## src/rtl/refseq_pkg.sv

```systemverilog
package refseq_pkg;

   typedef enum logic [1:0] {
      OP_NOP  = 2'b00,
      OP_REFA = 2'b01,
      OP_REFI = 2'b10,
      OP_REFP = 2'b11
   } ref_op_e;

   typedef enum logic [1:0] {
      S_IDLE,
      S_ACT,
      S_PRE,
      S_REC
   } seq_state_e;

   function automatic int max2(input int a, input int b);
      return (a > b) ? a : b;
   endfunction

endpackage

```

## src/rtl/refseq_gap_timer.sv

```systemverilog
module refseq_gap_timer #(
   parameter int TW = 4
) (
   input  logic          clk,
   input  logic          rst_n,
   input  logic          load,
   input  logic [TW-1:0] load_val,
   output logic          expired
);

   logic [TW-1:0] cnt_q;

   always_ff @(posedge clk) begin
      if (!rst_n) begin
         cnt_q <= '0;
      end else if (load) begin
         cnt_q <= load_val;
      end else if (cnt_q != '0) begin
         cnt_q <= cnt_q - 1'b1;
      end
   end

   assign expired = (cnt_q == '0);

endmodule

```

## src/rtl/refseq_bank_ras.sv

```systemverilog
module refseq_bank_ras #(
   parameter int NB = 8,
   parameter int TW = 5,
   parameter int T_RAS = 10,
   localparam int BW = $clog2(NB)
) (
   input  logic          clk,
   input  logic          rst_n,
   input  logic          act_fire,
   input  logic [BW-1:0] act_bank,
   input  logic          pre_fire,
   input  logic [BW-1:0] pre_bank,
   output logic [NB-1:0] ras_done
);

   localparam logic [TW-1:0] RAS_LOAD = TW'(T_RAS - 1);

   for (genvar b = 0; b < NB; b++) begin : g_bank
      logic ld;
      assign ld = act_fire && (act_bank == BW'(b));
      refseq_gap_timer #(.TW(TW)) u_ras (
         .clk      (clk),
         .rst_n    (rst_n),
         .load     (ld),
         .load_val (RAS_LOAD),
         .expired  (ras_done[b])
      );
   end

   // no precharge before the addressed bank's own activate-to-precharge time
   assert_ras_R4: assert property (@(posedge clk) disable iff (!rst_n)
      pre_fire |-> ras_done[pre_bank]);

endmodule

```

## src/rtl/refresh_burst_seq.sv

```systemverilog
module refresh_burst_seq
   import refseq_pkg::*;
#(
   parameter int NUM_BANKS = 8,
   parameter int T_RR  = 4,
   parameter int T_RAS = 10,
   parameter int T_PP  = 4,
   parameter int T_RP  = 5,
   localparam int BW = $clog2(NUM_BANKS)
) (
   input  logic          clk,
   input  logic          rst_n,
   input  logic          refresh_req,
   input  logic          cmd_ready,
   output logic          cmd_valid,
   output logic [1:0]    cmd_op,
   output logic [BW-1:0] cmd_bank,
   output logic          slot_free
);

   localparam int TMAX = max2(max2(T_RR, T_PP), max2(T_RAS, T_RP));
   localparam int TW = $clog2(TMAX + 1);
   localparam logic [BW-1:0] LAST_BANK = BW'(NUM_BANKS - 1);

   if (NUM_BANKS < 2) begin : g_bad_nb
      $error("NUM_BANKS must be at least 2");
   end
   if (T_RR < 1 || T_PP < 1 || T_RAS < 1 || T_RP < 1) begin : g_bad_t
      $error("all timing parameters must be at least 1");
   end

   seq_state_e    state_q;
   logic [BW-1:0] bank_q;
   logic          pend_q;
   logic          gap_ok;
   logic [NUM_BANKS-1:0] ras_ok;
   logic          hs;
   logic          last_bank;
   logic          gap_load;
   logic [TW-1:0] gap_val;
   ref_op_e       op_c;

   assign last_bank = (bank_q == LAST_BANK);

   always_comb begin
      cmd_valid = 1'b0;
      op_c      = OP_NOP;
      unique case (state_q)
         S_ACT: begin
            cmd_valid = gap_ok;
            op_c      = last_bank ? OP_REFI : OP_REFA;
         end
         S_PRE: begin
            cmd_valid = gap_ok && ras_ok[bank_q];
            op_c      = OP_REFP;
         end
         default: ;
      endcase
      if (!cmd_valid) op_c = OP_NOP;
   end

   assign hs        = cmd_valid && cmd_ready;
   assign cmd_op    = op_c;
   assign cmd_bank  = cmd_valid ? bank_q : '0;
   assign slot_free = !cmd_valid;

   always_comb begin
      gap_load = hs;
      gap_val  = TW'(T_RR - 1);
      if (state_q == S_ACT && last_bank) gap_val = TW'(T_PP - 1);
      if (state_q == S_PRE) gap_val = last_bank ? TW'(T_RP - 1) : TW'(T_PP - 1);
   end

   refseq_gap_timer #(.TW(TW)) u_gap (
      .clk      (clk),
      .rst_n    (rst_n),
      .load     (gap_load),
      .load_val (gap_val),
      .expired  (gap_ok)
   );

   refseq_bank_ras #(.NB(NUM_BANKS), .TW(TW), .T_RAS(T_RAS)) u_ras (
      .clk      (clk),
      .rst_n    (rst_n),
      .act_fire (hs && state_q == S_ACT),
      .act_bank (bank_q),
      .pre_fire (hs && state_q == S_PRE),
      .pre_bank (bank_q),
      .ras_done (ras_ok)
   );

   always_ff @(posedge clk) begin
      if (!rst_n) begin
         state_q <= S_IDLE;
         bank_q  <= '0;
         pend_q  <= 1'b0;
      end else begin
         if (state_q != S_IDLE && refresh_req) pend_q <= 1'b1;
         unique case (state_q)
            S_IDLE: begin
               if (refresh_req || pend_q) begin
                  state_q <= S_ACT;
                  bank_q  <= '0;
                  pend_q  <= 1'b0;
               end
            end
            S_ACT: begin
               if (hs) begin
                  bank_q <= last_bank ? '0 : bank_q + 1'b1;
                  if (last_bank) state_q <= S_PRE;
               end
            end
            S_PRE: begin
               if (hs) begin
                  bank_q <= last_bank ? '0 : bank_q + 1'b1;
                  if (last_bank) state_q <= S_REC;
               end
            end
            S_REC: begin
               if (gap_ok) begin
                  if (pend_q || refresh_req) begin
                     state_q <= S_ACT;
                     pend_q  <= 1'b0;
                  end else begin
                     state_q <= S_IDLE;
                  end
               end
            end
            default: state_q <= S_IDLE;
         endcase
      end
   end

   assert_hold_R7: assert property (@(posedge clk) disable iff (!rst_n)
      (cmd_valid && !cmd_ready) |=> (cmd_valid && $stable(cmd_op) && $stable(cmd_bank)));

   assert_refi_R2: assert property (@(posedge clk) disable iff (!rst_n)
      (cmd_valid && cmd_op == OP_REFI) |-> (cmd_bank == LAST_BANK));

   assert_gap_R3: assert property (@(posedge clk) disable iff (!rst_n)
      hs |-> gap_ok);

   assert_rec_R6: assert property (@(posedge clk) disable iff (!rst_n)
      (state_q == S_REC) |-> (slot_free && cmd_op == OP_NOP));

   assert_nop_R8: assert property (@(posedge clk) disable iff (!rst_n)
      (state_q == S_IDLE) |-> (slot_free && !cmd_valid));

endmodule

```

## config.mk

```make
export PLATFORM = sky130hd
export DESIGN_NAME = refresh_burst_seq
export DESIGN_NICKNAME = d
export VERILOG_FILES = /design/src/rtl/refseq_pkg.sv /design/src/rtl/refseq_gap_timer.sv /design/src/rtl/refseq_bank_ras.sv /design/src/rtl/refresh_burst_seq.sv
export SDC_FILE = /design/constraint.sdc
export NUM_CORES = 1
export LEC_CHECK = 0
export BUFFER_PORTS_ARGS = -buffer_cell sky130_fd_sc_hd__buf_2
export CORE_ASPECT_RATIO = 1.1
export CORE_MARGIN = 2
export CORE_UTILIZATION = 35
export DETAILED_ROUTE_END_ITERATION = 7
export GPL_ROUTABILITY_DRIVEN = 0
export PLACE_DENSITY_LB_ADDON = 0.25
export SLEW_MARGIN = 30
export SYNTH_ARGS = -nofsm -noshare
export SYNTH_HDL_FRONTEND = slang
export SYNTH_SLANG_ARGS = --single-unit
```

## constraint.sdc

```tcl
create_clock -name clk -period 1.77 [get_ports clk]
set_input_delay 0.354 -clock clk [delete_from_list [all_inputs] [get_ports clk]]
set_output_delay 0.354 -clock clk [all_outputs]
set_load 0.1 [all_outputs]
```

[After elaboration in Yosys (flattened, before gate mapping)]
Index checks and enable logic that the tools add are counted.
W data, S select, Z words.
Word-level totals
  output and inout port bits: 7
  logic and storage cells: 148
  bits in registers: 42
  input port bits: 4
Cells by class
  reduce and logical (&&, ||, !) cells: 56
  mux-type cells: 43
  equality and inequality tests: 17
  add/subtract/negate cells: 10
  magnitude comparators: 1
  bitwise operators: 1
Operator list (count)
  $mux W4: 18
  $logic_not A4 Y1: 9
  $reduce_bool A4 Y1: 9
  $sub A4 B1 Y4 const B: 9
  $reduce_bool A2 Y1: 11
  $mux W3: 6
  $reduce_or A2 Y1: 9
  $mux W2: 8
  $eq A3 B3 Y1 const B: 4
  $logic_and A1 B1 Y1: 12
  $ne A2 B2 Y1 const B: 6
  $pmux W2 S4: 1
  $eq A3 B2 Y1 const B: 2
  $pmux W3 S2: 1
  $reduce_and A6 Y1: 1
  $mux W1: 5
  $eq A2 B2 Y1 const B: 2
  $lt A3 B4 Y1 const B: 1
  $pmux W1 S2: 2
  $pmux W2 S2: 1
  $add A3 B1 Y3 const B: 1
  $bmux W1 S3: 1
  $eq A3 B1 Y1 const B: 1
  $logic_not A3 Y1: 1
  other kinds (7): 7

[Depth between registers and ports, before layout]
Gate-level depths: netlist (run 1).
  depth in word-level cells: 9
  depth in mapped cells: 7
  gate-level depth less buffers: 7

[Modules after synthesis]
From an unflattened synthesis (run 1), not the netlist that was laid out.
Second synthesis, totals
  cell total of the unflattened synthesis: 299
  area total of the unflattened synthesis: 2817.7 um^2
By module, submodules not included
  refseq_gap_timer: times used 9, seq. area each 80.1 um^2, cells an instance 23, area an instance 230.2 um^2
  refresh_burst_seq: times used 1, seq. area each 120.1 um^2, cells an instance 82, area an instance 641.9 um^2
  refseq_bank_ras: times used 1, seq. area each 0.0 um^2, cells an instance 10, area an instance 103.8 um^2

[Worst setup path after synthesis (run 1)]
No wires, ideal clock.
  path kind: reg2out
  from: register u_ras.g_bank[1].u_ras.cnt_q[0]
  to: output port cmd_op[1]
  arrival: 4.260 ns
  required time: 1.416 ns
  path buffers: 0
  setup slack: -2.844 ns
  stages on the path, launching flop included: 8
  cell sequence: dfxtp_1 > inv_1 > ha_1 > nor4b_1 > o2111ai_1 > and3_4 > a21oi_1 > nor2b_1
Between the ends
  longest elaborated chain between the ends: 6
Ends and longest elaborated chain
  start, declared: RTL line refseq_gap_timer.sv:11  | logic [TW-1:0] cnt_q;
  start signal, assigned: RTL line refseq_gap_timer.sv:17  | cnt_q <= load_val;
  start signal, assigned: RTL line refseq_gap_timer.sv:19  | cnt_q <= cnt_q - 1'b1;
  $logic_not A4 Y1: RTL line refseq_gap_timer.sv:23  | assign expired = (cnt_q == '0);
  $bmux W1 S3: RTL line refresh_burst_seq.sv:54  | cmd_valid = gap_ok && ras_ok[bank_q];
  $mux W1 (not written as such): RTL line refresh_burst_seq.sv:54
  $logic_and A1 B1 Y1: RTL line refresh_burst_seq.sv:54
  $pmux W1 S2: RTL line refresh_burst_seq.sv:48  | unique case (state_q)
  net cmd_valid: RTL line refresh_burst_seq.sv:15  | output logic cmd_valid,
  $mux W2: RTL line refresh_burst_seq.sv:59  | if (!cmd_valid) op_c = OP_NOP;
  end, declared: RTL line refresh_burst_seq.sv:16  | output logic [1:0] cmd_op,
The timed path passes the listed nets, and every way through them passes these cells. The select of a mux whose other input is x is not followed.

[Final worst setup path (run 1)]
  from: register bank_q[2]
  to: output port cmd_op[1]
Between the ends
  longest elaborated chain between the ends: 5
  elaborated cells between the ends (all ways): 8
  classes of those cells: eq/ne: 1; mux: 6; reduce/logical: 1
Ends and longest elaborated chain
  start, declared: RTL line refresh_burst_seq.sv:33  | logic [BW-1:0] bank_q;
  start signal, assigned: RTL line refresh_burst_seq.sv:109  | bank_q <= last_bank ? '0 : bank_q + 1'b1;
  start signal, assigned: RTL line refresh_burst_seq.sv:115  | bank_q <= last_bank ? '0 : bank_q + 1'b1;
  $bmux W1 S3: RTL line refresh_burst_seq.sv:54
  $mux W1 (not written as such): RTL line refresh_burst_seq.sv:54
  $logic_and A1 B1 Y1: RTL line refresh_burst_seq.sv:54
  $pmux W1 S2: RTL line refresh_burst_seq.sv:48
  $mux W2 (*): RTL line refresh_burst_seq.sv:59
Mark *: on every way between the ends. The rest lies on a longest branch, timed or not. The select of a mux whose other input is x is not followed.

==> results.cfg, run 1 <==
[status]
status = finished, violations left
violations = setup timing

[timing]
final.min_clock_period_ps = 2414
fin_ws_ps = -644.0
max-slew-margin-rel = 0.6801
fin_crit_sh = 1.364
hold_violations = 0
slew_viol_final = 0
fin_skew_ps = 4.022
setup_viol = 15
tightestPinTransition_ps = 478.8
rsz0062_at_grt = yes
max_freq_mhz = 414.3

[yosys]
synth.distinct_cells = 43
avgSynthCellArea_sq_um = 8.619
mappedNetlistNets = 328
synthArstFlopShare = 0
synth_area_leaders = dfxtp_1 33%, ha_1 14%, nand2_1 5.3%
yosysSeqAreaShare = 0.3296
synth_flop_cell = dfxtp_1
syn_area_sq_mm = 0.002551
synth_edf_count = 0
yosysTopAreaCellShare = 0.3296
synth_top_area_cell = dfxtp_1
synth_cells = 296
yosysWarnings = 0
synthMostInstantiatedCell = dfxtp_1
ys_seq_elements = 42
yosys-top-cells-count = 42 x dfxtp_1, 36 x nand2_1, 28 x ha_1

[final_layout]
fin_util = 0.5659
stdcell_area_sq_mm = 0.003988
area_growth_pct = 56.30
nets = 432
final_cells = 485
drive_above_1_share = 0.4925
antenna_cells = 0

[setup_path]
cp-end-kind = output port
reg2reg_depth = 9
crit_type = flip-flop to output port
cp-startpoint = bank_q[2]
worstPathArrival_ps = 2060
regToRegStartpoint = bank_q[2]
start_kind = flip-flop
timing.rr.end = bank_q[2]
critPathRequiredTime_ps = 1420
crit_fanout = 8
rrSetupSlack_ps = -390

[detailed_routing]
vias = 2398
drc = 0
drt_iter0_drc = 86
vias_per_cell = 4.944
detail-route-antenna-nets = 0
detail_route.wirelength_mm = 5.959
firstDrtPassIters = 4
routedWlPerCell_um = 12.29

[clock_network]
clk_latency_ps = 290
clock-root-buffer = clkbuf_8
cts_tree = done
clk_path_buf_depth = 2
cts_buffers = 5
cts.sinks = 42
cts_max_level = 2
path_clk_slew_ps = 80
ctsHoldBuffers = 0

[placement]
dp.cells = 466
dp_hpwl_mm = 4.332
pre_cts_ws_ps = -437.7
portBuffers = 10
placed_cell_area_sq_mm = 0.003478

[floorplanning]
core_area_sq_mm = 0.007047
initial_core_util = 0.3620
ios = 11
fp-row-count = 32
die-area_sq_mm = 0.007989
die_w_um = 85.41
die_height_um = 93.55

[grt]
grt_pass1_vias = 2441
grt_max_degree = 26
grt_pass1_wl_mm = 10.63
grt_use_total = 0.1622
antenna_found_initial = 0
grt.overflow.total = 0

[power]
peakVddDrop_v = 0.0008307
power_density_mw_per_mm2 = 1644
leakage_uw = 0.001763
p_total_uw = 6555

[job]
drv_cap = 0

[hold_path]
min_to = pend_q
min_from = refresh_req
hold_class = primary input to flip-flop
holdPathStages = 3
-- per-layer routing --
metal / share of wire / vias to the layer above / track usage
met1: 0.44 / 1107 / 0.1901
li1: - / 1242 / -
met2: 0.51 / 37 / 0.2884
met5: 0 / - / 0
met4: 0.023 / 0 / 0.06481
met3: 0.028 / 12 / 0.03089
-- per-stage QoR --
| step | TNS, ps | hold slack, ps |
|---|---|---|
| after floorplan | -5648 | 478.7 |
| after global placement | -4441 | 530.6 |
| after detailed placement | -5495 | 541.8 |
| after CTS | -5325 | 392.7 |
| after global routing | -8624 | 426.8 |
| final | -6656 | 399.6 |
-- cell families (layout without fill, tap and decap cells) --
family | count (synthesis) | count (layout) | synth area share
AND/OR/NAND/NOR | 118 | 118 | 0.2531
AO/OA/AOI/OAI | 53 | 53 | 0.1476
flip-flops | 42 | 42 | 0.3296
buffers and inverters | 32 | 136 | 0.05051
adder cells (fa/ha/maj) | 28 | 28 | 0.1373
XOR/XNOR | 17 | 17 | 0.05836
multiplexers | 6 | 6 | 0.02354
-- state kept, by name, summed over array words and instances, names as in the netlist --
signal	cells
u_ras.g_bank.u_ras.cnt_q	32
bank_q	3
pend_q	1
u_gap.cnt_q	4
state_q	2
-- layout by cell type (no fill, tap or decap), types with 3 or more instances in the layout --
| master | n |
|---|---|
| nor2_1 | 22 |
| nand3_1 | 3 |
| inv_2 | 18 |
| dfxtp_2 | 17 |
| dfxtp_1 | 24 |
| a21boi_1 | 5 |
| ha_4 | 10 |
| inv_1 | 7 |
| and3_4 | 4 |
| clkbuf_8 | 5 |
| a21oi_1 | 12 |
| buf_2 | 3 |
| ha_1 | 17 |
| nor3b_1 | 3 |
| a211oi_2 | 3 |
| nor2b_1 | 3 |
| a21boi_0 | 11 |
| buf_4 | 85 |
| nor3_1 | 9 |
| and3_1 | 5 |
| nand2_1 | 32 |
| nand2_4 | 4 |
| mux2i_1 | 6 |
| or3_1 | 9 |
| o21ai_0 | 3 |
| o2111ai_2 | 4 |
| xor2_1 | 7 |
| buf_6 | 7 |
| nor4bb_4 | 3 |
| buf_12 | 8 |
| xnor2_1 | 10 |
| nor4b_4 | 4 |
| and2_4 | 3 |
-- cell type report --
| cell class | count | area (sq um) |
|---|---|---|
| fillers | 626 | 3059 |
| multi-input cells | 222 | 1947 |
| repair buffers | 103 | 892.1 |
| flip-flops and latches | 42 | 865.8 |
| well taps | 85 | 106.4 |
| inverters | 26 | 100.1 |
| clock buffers | 7 | 76.32 |
-- worst max-delay path, stage by stage (launching register included) --
cell and delay (ps):
dfxtp_4 380, buf_6 130, nor4b_4 220, o2111ai_2 190, and3_4 220, a21oi_4 220, nor2b_4 210, buf_12 180
-- report_power, final --
part	internal [uW]	total, uW	switching [uW]	leakage, uW
Clock	272	586	314	0.0000383
Combinational	2410	4320	1910	0.00137
Sequential	1360	1650	297	0.000352
-- worst max-delay path by stage --
stage	endpoint	slack, ps
final	cmd_op[1]	-640
after global routing	cmd_op[1]	-740
after CTS	cmd_op[1]	-650
after detailed placement	cmd_op[1]	-440
after global placement	cmd_bank[2]	-370
after floorplan	cmd_op[1]	-950
-- repair_timing --
action	4_1_cts	5_1_grt
setup endpoints to repair	38	47
cloned	0	0
buffers inserted	6	7
gates resized for setup	56	33
pin swaps	16	7
Power figures use the tool's default switching activity.
==> inputs of run 2 (changes only) <==
Clock period 1.77 ns to 2.2 ns, I/O delays scaled along.
==> results.cfg, run 2 (synthesized netlist as in run 1, its figures left out) <==
[status]
status = finished, violations left
violations = setup timing

[timing]
fin_ws_ps = -317.2
setup_viol = 7
fin_skew_ps = 1.737
slew_viol_final = 0
rsz0062_at_grt = yes
hold_violations = 0
max_freq_mhz = 397.3
max-slew-margin-rel = 0.6815
hold_ws_ps = 479.6
tightestPinTransition_ps = 476.7
final.min_clock_period_ps = 2517
fin_crit_sh = 1.144
setup_tns_ps = -2019

[detailed_routing]
detail-route-antenna-nets = 0
drc = 0
top_layer = met4
wl_met3_um = 106
vias = 2168
firstDrtPassIters = 4
vias_per_cell = 4.905
drt_iter0_drc = 73
wl_met2_mm = 2.673
met1_length_mm = 2.638
detail_route.wirelength_mm = 5.499
routedWlPerCell_um = 12.44

[final_layout]
final_cell_mix = 47 x buf_4, 36 x nand2_1, 28 x dfxtp_1
n_fill_cell = 672
drive_above_1_share = 0.3613
layout_commonest_cell = buf_4
area_growth_pct = 36.83
stdcell_area_sq_mm = 0.003491
fin_util = 0.4954
largestRegisters = u_ras.g_bank.u_ras.cnt_q x32, u_gap.cnt_q x4, bank_q x3
top_register = u_ras.g_bank.u_ras.cnt_q
final_cells = 442
nets = 388
largest_register_ffs = 32
antenna_cells = 0

[placement]
placed_cell_area_sq_mm = 0.003128
dp.cells = 421
dp_hpwl_mm = 3.986
portBuffers = 10

[setup_path]
timing.rr.end = state_q[1]
rrSetupSlack_ps = 190
cp-startpoint = u_ras.g_bank[2].u_ras.cnt_q[1]
critPathRequiredTime_ps = 1760
max_stage_delay_ps = 330
cpMaxStageDelayCell = dfxtp_2
reg2reg_depth = 8
cp-end-kind = output port
endpoint = cmd_op[1]
crit_type = flip-flop to output port
crit_fanout = 7
regToRegStartpoint = state_q[1]
critical_path_depth = 8
crit_chain = inv_2 -> ha_4 -> nor4b_4 -> o2111ai_2 -> and3_4 -> a21oi_4 -> nor2b_4 -> buf_12
worstPathArrival_ps = 2080
path_buf_inv = 2
start_kind = flip-flop
crit_family = simple AND/OR/NAND/NOR gates

[power]
peakVddDrop_v = 0.0006580
power_density_mw_per_mm2 = 1330
leakage_uw = 0.001484

[clock_network]
ctsHoldBuffers = 0
path_clk_slew_ps = 80
cts_max_level = 2
clock-root-buffer = clkbuf_8
cts_tree = done
clk_path_buf_depth = 2
clk_latency_ps = 290
cts_buffers = 5
cts.sinks = 42

[job]
drv_cap = 0

[hold_path]
hold_class = primary input to flip-flop

[grt]
grt_max_degree = 27
grt_pass1_wl_mm = 9.611
grt.overflow.total = 0
grt_pass1_vias = 2163
antenna_found_initial = 0
grt_use_total = 0.1468

[floorplanning]
core_area_sq_mm = 0.007047
ios = 11
die_height_um = 93.55
die-area_sq_mm = 0.007989
die_w_um = 85.41
initial_core_util = 0.3620
fp-row-count = 32
-- run 2: changes by cell type in the layout (fill, tap and decap cells not counted), moves of 4 or more --
cell	delta
inv_1	+4
a21boi_0	+5
ha_4	-4
buf_4	-38
buf_6	-5
dfxtp_2	-4
dfxtp_1	+4
nand2_1	+4
nand2_4	-4
a21boi_1	-5
-- run 2: what timing repair did --
action,4_1_cts,5_1_grt
cloned,0,0
gates resized for setup,39,3
setup buffers,8,5
setup endpoints to repair,7,7
pin swaps,11,7
-- run 2: where the power goes --
part / leakage, uW / switching [uW] / internal (uW)
Clock: 0.0000482 / 270 / 254
Sequential: 0.000351 / 289 / 1080
Combinational: 0.00108 / 1300 / 1450
Total: 0.00148 / 1850 / 2790
-- run 2: cell type report --
class	count	area (sq um)	share of cell area
multi-input cells	222	1804	0.5168
clock inverters	1	5.005	0.001434
flip-flops and latches	42	860.8	0.2466
well taps	85	106.4	0.03047
inverters	26	97.59	0.02796
repair buffers	59	530.5	0.1520
clock buffers	7	86.33	0.02473
-- run 2: through the flow --
step,power (uW),worst slack (ps)
after global placement,3751,-52.90
final,4644,-317.2
after CTS,4616,-305.6
after global routing,5079,-417.8
after detailed placement,3779,-54.74
after floorplan,3062,-602.5
-- run 2: per-layer routing --
| metal | vias to the layer above | global-route usage |
|---|---|---|
| li1 | 1149 | - |
| met4 | 0 | 0.05159 |
| met5 | - | 0 |
| met1 | 992 | 0.1840 |
| met3 | 8 | 0.02118 |
| met2 | 19 | 0.2552 |
-- run 2: worst min-delay path by stage --
stage	start	end	slack, ps	cells past startpoint
final	refresh_req	pend_q	480	3
after global routing	refresh_req	pend_q	500	3
after CTS	refresh_req	pend_q	470	3
after detailed placement	u_ras.g_bank[4].u_ras.cnt_q[1]	u_ras.g_bank[4].u_ras.cnt_q[1]	520	2
after global placement	u_ras.g_bank[7].u_ras.cnt_q[1]	u_ras.g_bank[7].u_ras.cnt_q[1]	500	2
after floorplan	u_ras.g_bank[6].u_ras.cnt_q[1]	u_ras.g_bank[6].u_ras.cnt_q[1]	480	2
-- run 2: worst reg2reg max path, delay by kind of cell, from the launching register on --
family	cells	cell delay, ps
flops	1	320
simple gates	3	880
mux	1	200
buf+inv	2	210
fa+ha+maj	1	250
compound gates	1	90
==> inputs of run 3 (changes only) <==
Settings changed: BUFFER_PORTS_ARGS -buffer_cell sky130_fd_sc_hd__buf_2 to -buffer_cell sky130_fd_sc_hd__clkbuf_2.
==> results.cfg, run 3 (synthesized netlist as in run 1, its figures left out) <==
[placement]
dp_hpwl_mm = 3.999
placed_cell_area_sq_mm = 0.003113
portBuffers = 10
pre_cts_ws_ps = -63.84

[timing]
fin_ws_ps = -311.7
fin_skew_ps = 7.421
max_freq_mhz = 398.1
slew_viol_final = 0
setup_tns_ps = -1997
fin_crit_sh = 1.142
setup_viol = 7
max-slew-margin-rel = 0.6618
rsz0062_at_grt = yes
final.min_clock_period_ps = 2512
hold_violations = 0
hold_ws_ps = 459.1
tightestPinTransition_ps = 507.3

[final_layout]
final_cell_mix = 48 x buf_4, 36 x nand2_1, 29 x dfxtp_1
drive_above_1_share = 0.3677
layout_commonest_cell = buf_4
largestRegisters = u_ras.g_bank.u_ras.cnt_q x32, u_gap.cnt_q x4, bank_q x3
top_register = u_ras.g_bank.u_ras.cnt_q
stdcell_area_sq_mm = 0.003557
antenna_cells = 0
n_fill_cell = 667
nets = 390
area_growth_pct = 39.43
largest_register_ffs = 32

[grt]
grt_max_degree = 30
met2_usage = 0.2617
grt.met1_usage = 0.1888
met3_usage = 0.02736
grt_pass1_wl_mm = 9.873
grt_pass1_vias = 2164
antenna_found_initial = 0
grt_use_total = 0.1510
grt.overflow.total = 0
top_usage_layer = met2

[status]
status = finished, violations left
violations = setup timing

[setup_path]
rrSetupSlack_ps = 150
start_kind = flip-flop
critPathRequiredTime_ps = 1760
regToRegStartpoint = state_q[1]
crit_type = flip-flop to output port
cp-startpoint = u_ras.g_bank[0].u_ras.cnt_q[0]
cp-end-kind = output port
worstPathArrival_ps = 2070
reg2reg_depth = 8
crit_fanout = 7
timing.rr.end = state_q[1]

[floorplanning]
fp-row-count = 32
initial_core_util = 0.3620
core_area_sq_mm = 0.007047
die-area_sq_mm = 0.007989
die_w_um = 85.41
ios = 11
die_height_um = 93.55

[clock_network]
clock-root-buffer = clkbuf_8
cts_tree = done
clk_latency_ps = 300
cts.sinks = 42
clk_path_buf_depth = 2
cts_buffers = 5
ctsHoldBuffers = 0
path_clk_slew_ps = 90
cts_max_level = 2

[hold_path]
min_from = refresh_req
hold_class = primary input to flip-flop
min_to = pend_q
holdPathStages = 3

[power]
power_density_mw_per_mm2 = 1385
leakage_uw = 0.001520
peakVddDrop_v = 0.0006184

[detailed_routing]
routedWlPerCell_um = 12.74
drt_iter0_drc = 81
drc = 0
vias_per_cell = 4.917
detail_route.wirelength_mm = 5.656
detail-route-antenna-nets = 0
firstDrtPassIters = 4
vias = 2183

[job]
drv_cap = 0
==> run 3: worst max path at each step <==
stage / endpoint / cells past startpoint
floorplan: cmd_op[1] / 7
global placement: cmd_bank[2] / 7
detailed placement: cmd_bank[2] / 7
CTS: cmd_op[1] / 7
global route: cmd_op[1] / 8
finish: cmd_op[1] / 8
==> run 3: metal layers <==
layer	vias to the layer above	wire [um]
met5	-	0
met4	0	82
met3	8	120
met2	24	2809
met1	1001	2643
li1	1150	-
==> run 3: power by group <==
part / leakage [uW] / total, uW / switching [uW] / internal (uW)
clock: 0.0000714 / 762 / 277 / 484
combinational: 0.00110 / 2800 / 1320 / 1480
sequential: 0.000351 / 1370 / 284 / 1080
total: 0.00152 / 4930 / 1880 / 3050
==> run 3: worst max-delay path, stage by stage (launching register included) <==
cell and delay, ps:
dfxtp_1 320, inv_1 80, ha_2 190, nor4b_4 200, o2111ai_2 170, and2_4 180
a21oi_4 250, nor2b_4 210, buf_12 180
==> run 3: area by class of cell <==
cell class                 instances  area (sq um)  area share
clock buffer                       6         82.58     0.02321
clock inverter                     2         60.06     0.01688
inverter                          26         97.59     0.02744
multi-input combinational        222          1802      0.5065
sequential                        42         859.6      0.2416
tap                               85         106.4     0.02990
timing repair buffer              61         549.3      0.1544
==> run 3: timing repair <==
action | 4_1_cts | 5_1_grt
pin swaps | 13 | 8
buffers inserted | 14 | 3
gates cloned | 0 | 0
endpoints found under the setup margin | 7 | 8
gates resized for setup | 33 | 10
==> run 3: through the flow <==
step           power, uW  utilization  std cells
2_1_floorplan       3062            -        296
3_3_place_gp        3758       0.4418        419
3_5_place_dp        3786       0.4418        419
4_1_cts             4856       0.4943        441
5_1_grt             5360       0.5048        444
6_report            4928       0.5048        444
